$ cat src/rtl/gf16_nb_pkg.sv
package gf16_nb_pkg;
  localparam int NB_W = 4;
  typedef logic [NB_W-1:0] nbElem_t;

  typedef enum logic {
    BASIS_PLAIN   = 1'b0,
    BASIS_OPTIMAL = 1'b1
  } basis_e;

  typedef struct packed {
    logic captureEn;
    logic bypass;
  } nbStrobe_t;
endpackage

$ cat src/rtl/gf16_nb_slice.sv
module gf16_nb_slice
  import gf16_nb_pkg::*;
(
  input  nbElem_t rotElem,
  input  nbElem_t rotInv,
  input  logic    basisSel,
  output logic    bitOut
);
  logic plainBit;
  logic optBit;

  // plain basis: sum of products selected by the two upper bits
  always_comb begin
    unique case (rotElem[3:2])
      2'b00:   plainBit = rotElem[0];
      2'b01:   plainBit = rotElem[0] & rotElem[1];
      2'b10:   plainBit = rotInv[0];
      default: plainBit = rotElem[0] | rotElem[1];
    endcase
  end

  // optimal basis: NAND/NOR network only
  logic gA, gB, gC, gD, gE, gEn, gX, gT;
  always_comb begin
    gA     = ~(rotElem[0] & rotInv[1]);
    gB     = ~(rotElem[2] & gA);
    gC     = ~(rotElem[2] | rotInv[3]);
    gD     = ~(rotElem[0] | rotElem[1]);
    gE     = ~(rotElem[0] & rotElem[1]);
    gEn    = ~gE;
    gX     = ~(gD | gEn);
    gT     = ~(gC & gX);
    optBit = ~(gB & gT);
  end

  assign bitOut = (basisSel == BASIS_OPTIMAL) ? optBit : plainBit;
endmodule

$ cat src/rtl/gf16_nb_datapath.sv
module gf16_nb_datapath
  import gf16_nb_pkg::*;
(
  input  logic      clk,
  input  logic      rst,
  input  logic      basisSel,
  input  nbElem_t   inElem,
  input  nbStrobe_t strobe,
  output nbElem_t   outElem
);
  nbElem_t invX;
  nbElem_t invComb;
  nbElem_t heldElem;

  assign invX = ~inElem;

  for (genvar i = 0; i < NB_W; i++) begin : g_bit
    nbElem_t rotX;
    nbElem_t rotN;
    for (genvar k = 0; k < NB_W; k++) begin : g_rot
      assign rotX[k] = inElem[(k + i) % NB_W];
      assign rotN[k] = invX[(k + i) % NB_W];
    end
    gf16_nb_slice u_slice (
      .rotElem (rotX),
      .rotInv  (rotN),
      .basisSel(basisSel),
      .bitOut  (invComb[i])
    );
  end

  always_ff @(posedge clk) begin
    if (strobe.captureEn) heldElem <= invComb;
  end

  assign outElem = strobe.bypass ? invComb : heldElem;


  zero_map_chk: assert property (@(posedge clk) disable iff (rst)
    (inElem == 4'b0000) |-> (invComb == 4'b0000));

  unit_map_chk: assert property (@(posedge clk) disable iff (rst)
    (inElem == 4'b1111) |-> (invComb == 4'b1111));

  order3_map_chk: assert property (@(posedge clk) disable iff (rst)
    (inElem == 4'b0101) |-> (invComb == 4'b1010));

  capture_chk: assert property (@(posedge clk) disable iff (rst)
    (strobe.captureEn && !strobe.bypass) |=> (outElem == $past(invComb)));

  hold_chk: assert property (@(posedge clk) disable iff (rst)
    (!strobe.captureEn && !strobe.bypass) |=> $stable(outElem));
endmodule

$ cat src/rtl/gf16_nb_ctrl.sv
module gf16_nb_ctrl
  import gf16_nb_pkg::*;
#(
  parameter bit REG_OUT = 1'b1
) (
  input  logic      clk,
  input  logic      rst,
  input  logic      inValid,
  output nbStrobe_t strobe,
  output logic      outValid
);
  assign strobe.captureEn = inValid;
  assign strobe.bypass    = !REG_OUT;

  if (REG_OUT) begin : g_reg
    logic validQ;
    always_ff @(posedge clk) begin
      if (rst) validQ <= 1'b0;
      else     validQ <= inValid;
    end
    assign outValid = validQ;


    reset_clear_chk: assert property (@(posedge clk)
      rst |=> !outValid);
  end else begin : g_comb
    assign outValid = inValid;
  end


  valid_track_chk: assert property (@(posedge clk) disable iff (rst)
    1'b1 |=> (outValid == (REG_OUT ? $past(inValid) : inValid)));
endmodule

$ cat src/rtl/gf16_nb_inverter.sv
module gf16_nb_inverter
  import gf16_nb_pkg::*;
#(
  parameter bit REG_OUT = 1'b1
) (
  input  logic       clk,
  input  logic       rst,
  input  logic       basisSel,
  input  logic       inValid,
  input  logic [3:0] inElem,
  output logic       outValid,
  output logic [3:0] outElem
);
  nbStrobe_t strobe;

  gf16_nb_ctrl #(.REG_OUT(REG_OUT)) u_ctrl (
    .clk     (clk),
    .rst     (rst),
    .inValid (inValid),
    .strobe  (strobe),
    .outValid(outValid)
  );

  gf16_nb_datapath u_dp (
    .clk     (clk),
    .rst     (rst),
    .basisSel(basisSel),
    .inElem  (inElem),
    .strobe  (strobe),
    .outElem (outElem)
  );
endmodule

$ cat config.mk
export PLATFORM = sky130hd
export DESIGN_NAME = gf16_nb_inverter
export DESIGN_NICKNAME = d
export VERILOG_FILES = /design/src/rtl/gf16_nb_pkg.sv /design/src/rtl/gf16_nb_slice.sv /design/src/rtl/gf16_nb_datapath.sv /design/src/rtl/gf16_nb_ctrl.sv /design/src/rtl/gf16_nb_inverter.sv
export SDC_FILE = /design/constraint.sdc
export NUM_CORES = 1
export LEC_CHECK = 0
export BUFFER_PORTS_ARGS = -buffer_cell sky130_fd_sc_hd__buf_4
export CAP_MARGIN = 20
export CORE_AREA = 2 2 39 41
export DETAILED_ROUTE_END_ITERATION = 8
export DIE_AREA = 0 0 41 43
export GPL_ROUTABILITY_DRIVEN = 0
export GPL_TIMING_DRIVEN = 0
export PLACE_DENSITY = 0.73
export SYNTH_ARGS = -nofsm -noshare
export SYNTH_HDL_FRONTEND = slang
export SYNTH_SLANG_ARGS = --single-unit
$ cat constraint.sdc
create_clock -name clk -period 1.5 [get_ports clk]
set_clock_uncertainty 0.1 [all_clocks]
set_input_delay 0.15 -clock clk [delete_from_list [all_inputs] [get_ports clk]]
set_output_delay 0.15 -clock clk [all_outputs]
set_load 0.1 [all_outputs]
# [Word level (Yosys, flattened, before mapping)]
# Index checks and enable logic that the tools add are counted.
[totals] wordCells=83 reg_bits=5 output_inout_bits=5 inputBits=8
[classes] reduce_logical=4 bitwise_logic=61 n_eq_ne=8 n_mux=8
[ops] cell="$not A1 Y1" n=28
[ops] cell="$and A1 B1 Y1" n=20
[ops] cell="$or A1 B1 Y1" n=12
[ops] cell="$pmux W1 S3" n=4
[ops] cell="$eq A2 B1 Y1 const B" n=4
[ops] cell="$eq A2 B2 Y1 const B" n=4
[ops] cell="$logic_not A2 Y1" n=4
[ops] cell="$mux W1" n=4
[ops] cell="$not A4 Y4" n=1

# [Longest topological paths before layout]
[logic_depth] word_depth=9 depth_mapped=5

# [Cells and area by module]
# Synthesis repeated with hierarchy kept, for this count alone.
[unflattened] hier_cells=61 hier_area_um2=578.1
[modules_own_cells] module="gf16_nb_slice" seq_area_each_um2=0.0 instances=4 area_per_inst_um2=86.3 cells_each=11
[modules_own_cells] module="gf16_nb_datapath" seq_area_each_um2=120.1 instances=1 area_per_inst_um2=180.2 cells_each=12
[modules_own_cells] module="gf16_nb_ctrl" seq_area_each_um2=20.0 instances=1 area_per_inst_um2=52.6 cells_each=5

# [Least setup slack after synthesis]
# OpenSTA, ideal clock, no wires.
[synth_timing] path_type="input-to-reg" start="in inElem[3]" end="reg u_dp.heldElem[0], data pin" arrival_ns=1.007 stages=5 setup_time_ns=0.256 required_time_ns=1.144 path_buffers=0 setup_slack_ns=0.137 path_cell_list="inv_1 > ha_1 > a22o_1 > a211o_1 > a22o_1"
[synth_via] elab_chain_cells=8 word_cells_on_any_way=12 cone_classes="eq/ne: 2; mux: 2; bitwise: 7; reduce/logical: 1"
[synth_lines] element="start, declared" line_no="gf16_nb_inverter.sv:10" source="input logic [3:0] inElem,"
[synth_lines] element="$not A4 Y4" line_no="gf16_nb_datapath.sv:15" source="assign invX = ~inElem;"
[synth_lines] element="$or A1 B1 Y1" line_no="gf16_nb_slice.sv:27" source="gC = ~(rotElem[2] | rotInv[3]);"
[synth_lines] element="$not A1 Y1" line_no="gf16_nb_slice.sv:27"
[synth_lines] element="$and A1 B1 Y1" line_no="gf16_nb_slice.sv:32" source="gT = ~(gC & gX);"
[synth_lines] element="$not A1 Y1" line_no="gf16_nb_slice.sv:32"
[synth_lines] element="$and A1 B1 Y1" line_no="gf16_nb_slice.sv:33" source="optBit = ~(gB & gT);"
[synth_lines] element="$not A1 Y1" line_no="gf16_nb_slice.sv:33"
[synth_lines] element="$mux W1 *" line_no="gf16_nb_slice.sv:36" source="assign bitOut = (basisSel == BASIS_OPTIMAL) ? optBit : plainBit;"
[synth_lines] element="via u_dp.g_bit[0].u_slice.bitOut" line_no="gf16_nb_slice.sv:7" source="output logic bitOut"
[synth_lines] element="end signal, assigned" line_no="gf16_nb_datapath.sv:33" source="if (strobe.captureEn) heldElem <= invComb;"
[synth_lines] element="end, declared" line_no="gf16_nb_datapath.sv:13" source="nbElem_t heldElem;"
# The timed path passes the listed nets; every way through them passes the cells marked *.
# A chain may end at the register's enable or synchronous reset.

# [Final worst setup path]
# Ends and elaborated chain as after synthesis.

==> metrics <==
sequential element share of the synthesized area 24.2%; initial core utilization 41.8%; DR vias/cell 5.19; Slew Limit Fails 0; total global-route track usage 14.4%; Area Growth Syn to Fin 24.0%; cts bufs inserted 3; Die Y 43 microns; syn avg cell area 10.1 sq um; Comb pwr share 41.5%; CP max FO 8; status complete, no violations; Flop pwr share 31.0%; Final TNS setup 0 ns; CP endpoint u_dp.heldElem[0]; Critical Path AT 1.26 ns; DIE AREA 1760 sq um; CTS resizes 0; largest net degree at the start of global routing 9; count of final hold-check violations 0; Clock Pin Slew Worst Setup and Hold Paths 0.04 ns; DP Worst Slack -0.123 ns; core box area 1380 sq um; final worst slack 0.124 ns; Crit Path Class input port to register; antenna-violating nets left 0; Final Power 0.549 mW; Vias 462; grt ovf 0; Syn. warnings 0; final setup vio count 0; Die Wd 41 microns; First-pass DRT Iterations 4; P per Cell Area 766 nW/um^2; fin nets 102; vias in the first global route 420; I/O Buffers 11; #FFs+latches synth 5; clock sinks 5; num ports 13; Worst Path Required 1.39 ns; initial drt markers 12; Post-Syn Area 578 sq um; Clk network pwr share 27.4%; Cell Int Power 0.334 mW; # diodes 0; endpoint type of the worst setup path register; WL/cell 12.3 microns; synth top area cells ha_1 (43%), edfxtp_1 (21%), a22o_1 (6.1%); Max Clock Freq 727 MHz; worst hold path type input port to register; Pleak 0.377 nW; H-tree levels 1; final period utilization 91.8%; initial antenna violation count 0; share of layout cells above drive strength 1 19.2%; final WL 1100 microns; Longest Clk Path Bufs 2; utilization after layout 51.8%; sw frac 39.2%; Cells after Synth 57; first-pass GRT wire length 1730 microns; Final HPWL DP 842 microns; Slew headroom 76.8%; Post-Syn Nets 85; layout filler cell count 125; Synth cell types 14; RSZ-0062 raised after global routing false; Worst-Margin Slew 0.347 ns; CP Launch Type input port; cts hold-fix bufs 1; Max-Cap Viols 0; P_sw 0.216 mW; largest area contributor in the netlist ha_1; Site Rows 14; postcts setup bufs 0; Yosys top cell area share 43.3%; CTS tree built; fin crit period 1.38 ns; DRC viols 0; CP startpoint inElem[3]; CTS root buffer clkbuf_4; worst vdd ir 0.209 mV
-- layer usage --
| layer | global-route usage [%] | routed length (microns) | up-vias |
|---|---|---|---|
| met2 | 20.9 | 555 | 16 |
| met3 | 1.57 | 64 | 0 |
| met4 | 10.0 | 0 | 0 |
| li1 | - | - | 234 |
| met5 | 0 | 0 | - |
| met1 | 18.9 | 475 | 212 |
-- critical path, cell delays in order --
cell and delay (ns):
buf_4 0.14, inv_1 0.11, ha_1 0.21, a22o_1 0.21, a211o_1 0.27, a22o_1 0.17
-- synthesized netlist by cell type --
cell	number
ha_1	20
a21oi_1	6
nand2_1	6
a22o_1	4
edfxtp_1	4
inv_1	4
o21ai_0	4
mux2i_1	3
a211o_1	1
a21o_1	1
a221oi_1	1
clkbuf_1	1
dfxtp_1	1
nor2b_1	1
-- flip-flops by register name, indices dropped and copies added, names as in the netlist --
register and count:
u_dp.heldElem 4, u_ctrl.outValid 1
-- how the worst min path moves through the flow --
| stage | startpoint | end | slack (ns) | cells after the start |
|---|---|---|---|---|
| global route | inValid | u_dp.heldElem[1] | 0.04 | 1 |
| global placement | rst | u_ctrl.outValid | 0.21 | 2 |
| CTS | inValid | u_dp.heldElem[1] | 0.04 | 1 |
| detailed placement | rst | u_ctrl.outValid | 0.22 | 2 |
| finish | inValid | u_dp.heldElem[1] | 0.05 | 1 |
| floorplan | rst | u_ctrl.outValid | 0.12 | 1 |
-- area by class of cell --
class | count | area [sq um] | area share (%)
clock buffers | 4 | 26.3 | 3.66
well taps | 16 | 20.0 | 2.79
plain buffers | 1 | 3.75 | 0.524
multi-input cells | 47 | 419 | 58.5
repair buffers | 12 | 92.6 | 12.9
flip-flops and latches | 5 | 140 | 19.5
inverters | 4 | 15.0 | 2.09
-- cells in the final DEF (no fill, tap or decap) --
| cell | netlist | layout |
|---|---|---|
| buf_4 | 0 | 11 |
| a21o_1 | 1 | 1 |
| nor2b_1 | 1 | 1 |
| a221oi_1 | 1 | 1 |
| ha_1 | 20 | 20 |
| a22o_1 | 4 | 4 |
| a21oi_1 | 6 | 6 |
| clkbuf_4 | 0 | 3 |
| dfxtp_1 | 1 | 1 |
| nand2_1 | 6 | 6 |
| edfxtp_1 | 4 | 4 |
| mux2i_1 | 3 | 3 |
| inv_1 | 4 | 4 |
| o21ai_0 | 4 | 4 |
| a211o_1 | 1 | 1 |
| dlygate4sd3_1 | 0 | 1 |
| clkbuf_1 | 1 | 2 |
-- power by group through the flow --
stage	registers (mW)	logic, mW	clock network, mW
floorplan	0.271	0.0656	0
global placement	0.172	0.222	0
detailed placement	0.173	0.225	0
CTS	0.171	0.229	0.160
global route	0.172	0.246	0.175
finish	0.170	0.228	0.151
-- metrics by stage --
stage / hold WS, ns / area [sq um] / instances
2_1_floorplan: 0.122 / 578 / 57
3_3_place_gp: 0.208 / 681 / 84
3_5_place_dp: 0.216 / 681 / 84
4_1_cts: 0.0405 / 717 / 89
5_1_grt: 0.0391 / 717 / 89
6_report: 0.0515 / 717 / 89
-- kinds of logic (layout without fill, tap and decap cells) --
family	count (synthesis)	count (layout)	share of synthesized area (%)
simple gates	7	7	4.98
compound gates	17	17	19.0
buf+inv	5	21	3.25
flops	5	5	24.2
mux	3	3	5.20
fa+ha+maj	20	20	43.3
(Power assumes the default switching activity.)
